`src/rtl/hcs_pkg.sv`:
```
package hcs_pkg;
   localparam int unsigned NUM_FLAGS = 6;
   localparam int unsigned B_XFER = 0;
   localparam int unsigned B_ERR  = 1;
   localparam int unsigned B_RSM  = 2;
   localparam int unsigned B_HSE  = 3;
   localparam int unsigned B_HPE  = 4;
   localparam int unsigned B_HALT = 5;
   localparam logic [NUM_FLAGS-1:0] FLAG_RESET = 6'b10_0000;
   localparam logic [NUM_FLAGS-2:0] ALWAYS_ON  = 5'b1_1000;

   typedef struct packed {
      logic done;
      logic ioc;
      logic err;
      logic short_pkt;
      logic spd;
   } td_evt_t;
endpackage

```
`src/rtl/hcs_w1c_bit.sv`:
```
module hcs_w1c_bit #(
   parameter logic RESET_VAL = 1'b0
) (
   input  logic clk,
   input  logic rst_n,
   input  logic set_i,
   input  logic clr_i,
   output logic q_o
);
   always_ff @(posedge clk or negedge rst_n) begin
      if (!rst_n)     q_o <= RESET_VAL;
      else if (set_i) q_o <= 1'b1;
      else if (clr_i) q_o <= 1'b0;
   end
endmodule

```
`src/rtl/hcs_run_ctrl.sv`:
```
module hcs_run_ctrl (
   input  logic clk,
   input  logic rst_n,
   input  logic cmd_wr,
   input  logic cmd_run,
   input  logic fatal_i,
   output logic run_o
);
   always_ff @(posedge clk or negedge rst_n) begin
      if (!rst_n)       run_o <= 1'b0;
      else if (fatal_i) run_o <= 1'b0;
      else if (cmd_wr)  run_o <= cmd_run;
   end
endmodule

```
`src/rtl/hcs_event_decode.sv`:
```
module hcs_event_decode
   import hcs_pkg::*;
(
   input  td_evt_t              td,
   input  logic                 resume_seen,
   input  logic                 gsusp,
   input  logic                 sysbus_fault,
   input  logic                 desc_fault,
   input  logic                 run,
   input  logic                 core_idle,
   output logic [NUM_FLAGS-1:0] set_o,
   output logic                 fatal_o
);
   always_comb begin
      set_o         = '0;
      set_o[B_XFER] = td.done && (td.ioc || (td.short_pkt && td.spd));
      set_o[B_ERR]  = td.done && td.err;
      set_o[B_RSM]  = resume_seen && gsusp;
      set_o[B_HSE]  = sysbus_fault;
      set_o[B_HPE]  = desc_fault;
      set_o[B_HALT] = !run && core_idle;
      fatal_o       = sysbus_fault || desc_fault;
   end
endmodule

```
`src/rtl/hcs_irq_gate.sv`:
```
module hcs_irq_gate
   import hcs_pkg::*;
#(
   parameter bit IRQ_REG = 1'b0
) (
   input  logic                 clk,
   input  logic                 rst_n,
   input  logic [NUM_FLAGS-2:0] flags,
   input  logic [NUM_FLAGS-2:0] enables,
   output logic                 irq_o
);
   logic any_c;
   assign any_c = |(flags & (enables | ALWAYS_ON));

   if (IRQ_REG) begin : g_reg
      always_ff @(posedge clk or negedge rst_n) begin
         if (!rst_n) irq_o <= 1'b0;
         else        irq_o <= any_c;
      end
   end else begin : g_comb
      assign irq_o = any_c;
   end
endmodule

```
`src/rtl/usb_host_status.sv`:
```
module usb_host_status
   import hcs_pkg::*;
#(
   parameter int unsigned REG_W   = 16,
   parameter bit          IRQ_REG = 1'b0
) (
   input  logic             clk,
   input  logic             rst_n,
   input  logic             reg_wr_en,
   input  logic [REG_W-1:0] reg_wr_data,
   output logic [REG_W-1:0] reg_rd_data,
   input  logic             cmd_wr,
   input  logic             cmd_run,
   input  logic             cmd_gsusp,
   input  logic             td_done,
   input  logic             td_ioc,
   input  logic             td_err,
   input  logic             td_short,
   input  logic             td_spd,
   input  logic             resume_seen,
   input  logic             sysbus_fault,
   input  logic             desc_fault,
   input  logic             core_idle,
   input  logic             ien_xfer,
   input  logic             ien_err,
   input  logic             ien_resume,
   output logic             run_stop,
   output logic             irq
);
   localparam int unsigned PAD_W = REG_W - NUM_FLAGS;

   if (REG_W < NUM_FLAGS) begin : g_bad_width
      $error("usb_host_status: REG_W must hold all %0d flags", NUM_FLAGS);
   end

   logic [NUM_FLAGS-1:0] flag_q;
   logic [NUM_FLAGS-1:0] set_v;
   logic [NUM_FLAGS-1:0] clr_v;
   logic                 fatal;
   td_evt_t              td;

   assign td    = '{done: td_done, ioc: td_ioc, err: td_err,
                    short_pkt: td_short, spd: td_spd};
   assign clr_v = reg_wr_en ? reg_wr_data[NUM_FLAGS-1:0] : '0;

   hcs_event_decode u_dec (
      .td           (td),
      .resume_seen  (resume_seen),
      .gsusp        (cmd_gsusp),
      .sysbus_fault (sysbus_fault),
      .desc_fault   (desc_fault),
      .run          (run_stop),
      .core_idle    (core_idle),
      .set_o        (set_v),
      .fatal_o      (fatal)
   );

   hcs_run_ctrl u_run (
      .clk     (clk),
      .rst_n   (rst_n),
      .cmd_wr  (cmd_wr),
      .cmd_run (cmd_run),
      .fatal_i (fatal),
      .run_o   (run_stop)
   );

   for (genvar i = 0; i < NUM_FLAGS; i++) begin : g_flag
      hcs_w1c_bit #(.RESET_VAL(FLAG_RESET[i])) u_bit (
         .clk   (clk),
         .rst_n (rst_n),
         .set_i (set_v[i]),
         .clr_i (clr_v[i]),
         .q_o   (flag_q[i])
      );
   end

   if (PAD_W > 0) begin : g_pad
      assign reg_rd_data = {{PAD_W{1'b0}}, flag_q};
   end else begin : g_nopad
      assign reg_rd_data = flag_q;
   end

   hcs_irq_gate #(.IRQ_REG(IRQ_REG)) u_irq (
      .clk     (clk),
      .rst_n   (rst_n),
      .flags   (flag_q[NUM_FLAGS-2:0]),
      .enables ({2'b00, ien_resume, ien_err, ien_xfer}),
      .irq_o   (irq)
   );
endmodule

```
`config.mk`:
```
export PLATFORM = sky130hd
export DESIGN_NAME = usb_host_status
export DESIGN_NICKNAME = d
export VERILOG_FILES = /design/src/rtl/hcs_pkg.sv /design/src/rtl/hcs_w1c_bit.sv /design/src/rtl/hcs_run_ctrl.sv /design/src/rtl/hcs_event_decode.sv /design/src/rtl/hcs_irq_gate.sv /design/src/rtl/usb_host_status.sv
export SDC_FILE = /design/constraint.sdc
export NUM_CORES = 1
export LEC_CHECK = 0
export ABC_AREA = 1
export BUFFER_PORTS_ARGS = -buffer_cell sky130_fd_sc_hd__buf_2
export CAP_MARGIN = 20
export CORE_UTILIZATION = 32
export DETAILED_ROUTE_END_ITERATION = 7
export GPL_TIMING_DRIVEN = 0
export PLACE_DENSITY = 0.81
export SLEW_MARGIN = 20
export SYNTH_ARGS = -nofsm -noshare
export SYNTH_HDL_FRONTEND = slang
export SYNTH_SLANG_ARGS = --single-unit
```
`constraint.sdc`:
```
create_clock -name clk -period 0.8 [get_ports clk]
set_input_delay 0.16 -clock clk [delete_from_list [all_inputs] [get_ports clk]]
set_output_delay 0.16 -clock clk [all_outputs]
set_load 0.01 [all_outputs]
```
Yosys cells after proc, flatten, opt, wreduce, memory -nomap -nowiden
Cells that the tools add are included.
W data, S select, Z words.

storage, ports and cells
  bits in registers = 7
  output and inout port bits = 18

cells by class
  mux-type cells = 15
  bitwise logic cells = 1
  reduce and logical (&&, ||, !) cells = 16

operators by type and width
  cell                 count
  $mux W1              14
  $reduce_bool A2 Y1   7
  $mux W6              1
  $and A5 B5 Y5        1
  $logic_and A1 B1 Y1  5
  $reduce_or A5 Y1     1
  $logic_or A1 B1 Y1   2
  $logic_not A1 Y1     1

Longest topological paths before layout
  word-level depth = 4
  gate-level depth with buffers = 4
  depth with buffers taken out = 4

Cells and area by module
Synthesis repeated with hierarchy kept, for this count alone.

unflattened totals
  cell total of the unflattened synthesis = 81
  area, all modules = 504.2 um^2

by module, submodules not included
  module                             times used  cells an instance  area an instance (um^2)  sequential area each (um^2)
  hcs_w1c_bit (g_flag[0].u_bit ...)  5           5                  40.0                     25.0
  usb_host_status                    1           23                 123.9                    0.0
  hcs_event_decode                   1           13                 60.1                     0.0
  hcs_run_ctrl                       1           6                  45.0                     25.0
  hcs_w1c_bit (g_flag[5].u_bit)      1           5                  41.3                     26.3
  hcs_irq_gate                       1           9                  33.8                     0.0

Worst setup path after synthesis
Ideal clock, no wire load.

  path kind = reg-to-output
  start = reg g_flag[3].u_bit.q_o
  end = out irq
  arrival time = 0.620 ns
  path slack = 0.020 ns
  cell stages (with the launch flop) = 5
  buffers on the path = 0
  cells stage by stage = dfrtp_1 -> nor2_1 -> nand2_1 -> inv_1 -> nand2_1

between the ends
  longest elaborated chain between the ends = 2

RTL lines
  item                    RTL line               RTL
  start, declared         hcs_w1c_bit.sv:8       output logic q_o
  start signal, assigned  hcs_w1c_bit.sv:11      if (!rst_n) q_o <= RESET_VAL;
  start signal, assigned  hcs_w1c_bit.sv:12      else if (set_i) q_o <= 1'b1;
  start signal, assigned  hcs_w1c_bit.sv:13      else if (clr_i) q_o <= 1'b0;
  $and A5 B5 Y5           hcs_irq_gate.sv:13     assign any_c = |(flags & (enables | ALWAYS_ON));
  $reduce_or A5 Y1        hcs_irq_gate.sv:13
  end, declared           usb_host_status.sv:28  output logic irq

No other way between the ends.

Worst setup path in the final report
Same ends and word-level chain as after synthesis.

==> summary.md <==
| Metric | Value |
|---|---|
| # clock sinks | 7 |
| Synth Area per Inst | 7.29 sq um |
| Run status | finished, violations left |
| Warnings from Yosys | 0 |
| Final wirelength | 1030 um |
| Num CTS Buffers | 3 |
| Synth area leader | dfrtp_1 |
| Row Count | 13 |
| GRT Resource Usage Total | 16.1% |
| Area grow syn2layout | 73.1% |
| First-pass GRT wire length | 1560 um |
| RSZ-0062 raised after global routing | yes |
| Pwr dens | 1380 mW/mm^2 |
| CP arrival | 1000 ps |
| Commonest non-fill, non-tap cell in the layout | nand2_1 |
| Sequential share of the synthesized area | 39.1% |
| Antenna-violating nets left | 0 |
| Drc violations | 0 |
| Hold crit path type | input pin to flop |
| First drt pass iteration count | 2 |
| Die width | 39.6 um |
| Synth area leaders | dfrtp_1 (33%), buf_4 (27%), nand2_1 (22%) |
| Sequence of cells on the critical path | nor2_1, nand2_1, inv_1, nand2_1, buf_2 |
| Peak VDD IR | 800 uV |
| Crit path top cell by count | nand2_1 |
| Worst Setup Path Type | flop to output pin |
| Max cap viols | 0 |
| Initial antenna violation count | 0 |
| Initial core utilization | 34.7% |
| CP max FO | 3 |
| CP required | 640 ps |
| Leakage Power | 0.486 nW |
| Post-DR vias/cell | 3.76 |
| DRT iter0 DRCs | 1 |
| Pin count of the biggest net entering global routing | 8 |
| Netlist cell types | 9 |
| CP max stage cell | dfrtp_1 |
| Setup crit end kind | output pin |
| CTS root buf | clkbuf_4 |
| Port bufs | 31 |
| # diodes | 0 |
| Bufs on Longest Clock Path | 2 |
| DP HPWL | 826 um |
| IO Count | 52 |
| CTS tree | built |
| Max Clk Rate | 865 MHz |
| CP max stage delay | 380 ps |
| Vias in the first global route | 427 |
| Post-Syn Area | 452 sq um |
| Register bit total from synthesis | 7 |
| Setup Skew | 0.152 ps |
| Final instance area | 782 sq um |
| Placer congestion estimate | 0.656 |
| Latest clock arrival within the worst-skew pair | 250 ps |
| Final Max Tran Viols | 0 |
| Yosys top cell area share | 33.2% |
| Vias | 474 |
| Final nets | 146 |
| TNS Setup | -2080 ps |
| Share of cells above drive strength 1 | 49.5% |
| Fin crit period | 1160 ps |
| Most frequent cells in the layout | nand2_1 (26), buf_2 (25), buf_4 (15) |
| Placed Area | 659 sq um |
| Aggregate global routing overflow | 0 |
| Min Hold Slack | 110 ps |
| H-tree levels | 1 |
| PnR worst setup slack | -356 ps |
| Failing checks | negative setup slack |
| Final worst-path cycle share | 145% |
| Die Footprint | 0.00157 sq mm |
| Die Height | 39.6 um |
| Mapped Cells | 62 |
| Endpoints failing setup | 8 |
| Clk slew on worst S/H paths | 50 ps |
| Core box area | 0.00130 sq mm |
| CP startpoint kind | flop |
| Wire per inst | 8.21 um |
| Final Hold Viols | 0 |
| Layout Utilization | 60.1% |
==> cells in the mapped netlist <==
library cell and n:
o21ai_0 1, dfstp_2 1, dfrtp_1 6, inv_1 5
nor2_1 4, conb_1 1, buf_4 16, a21o_1 2
nand2_1 26
==> through the flow <==
stage | worst slack [ps] | power, mW | instances
after CTS | -373 | 1.08 | 125
after global routing | -408 | 1.15 | 126
final | -356 | 1.08 | 126
after global placement | -103 | 0.678 | 117
after detailed placement | -106 | 0.685 | 117
after floorplan | 19.5 | 0.578 | 71
==> cell families after synthesis <==
group	count (synthesis)	share of synthesized area, %
other	1	0.830
AOI/OAI and AO/OA	3	4.43
DFF	7	39.1
buffers and inverters	21	30.7
and+or+nand+nor	30	24.9
==> repair_timing <==
item / in CTS / in global routing
pin swaps: 1 / 0
endpoints found under the setup margin: 8 / 11
buffers inserted: 4 / 2
hold endpoints to repair: 7 / 0
hold buffers: 1 / 0
resized for setup: 10 / 3
==> flip-flops by register name, summed over array words and instances, names as in the netlist <==
signal and flops:
g_flag.u_bit.q_o 6, u_run.run_o 1
==> area by class of cell <==
class	count	area (sq um)
well taps	15	18.8
clock buffers	4	26.3
inverters	5	18.8
flip-flops and latches	7	176
multi-input cells	43	170
repair buffers	38	251
plain buffers	14	120
fillers	132	519
==> critical path: cells and delay by family, from the launching register on <==
family        cells  cell delay [ps]
buf+inv           2              170
flops             1              380
simple gates      3              190
==> routing by layer <==
layer / wire (um) / up-vias / part of all wire, % / track usage (%)
li1: - / 256 / - / -
met1: 365 / 198 / 35 / 13.9
met2: 582 / 18 / 56 / 30.3
met3: 78 / 2 / 7.5 / 5.11
met4: 8 / 0 / 0.77 / 11.2
met5: 0 / - / 0 / 0
==> path summary, 6_finish.rpt <==
kind                            slack [ps]  cells after the start           startpoint                  end
max in group asynchronous              300                      2                rst_n  g_flag[5].u_bit.q_o
worst min register to register         510                      2  g_flag[1].u_bit.q_o  g_flag[1].u_bit.q_o
worst max register to register          10                      2  g_flag[3].u_bit.q_o  g_flag[3].u_bit.q_o
worst max-delay path                  -360                      5  g_flag[3].u_bit.q_o                  irq
worst min-delay path                   110                      3            cmd_gsusp  g_flag[2].u_bit.q_o
min in group asynchronous              280                      2                rst_n  g_flag[3].u_bit.q_o
==> power breakdown <==
| group | leakage (nW) | switching, mW | internal [mW] |
|---|---|---|---|
| Combinational | 0.393 | 0.134 | 0.215 |
| Sequential | 0.0777 | 0.0240 | 0.389 |
| Clock | 0.0150 | 0.124 | 0.190 |
No activity file was read; power rests on OpenSTA's default activity.
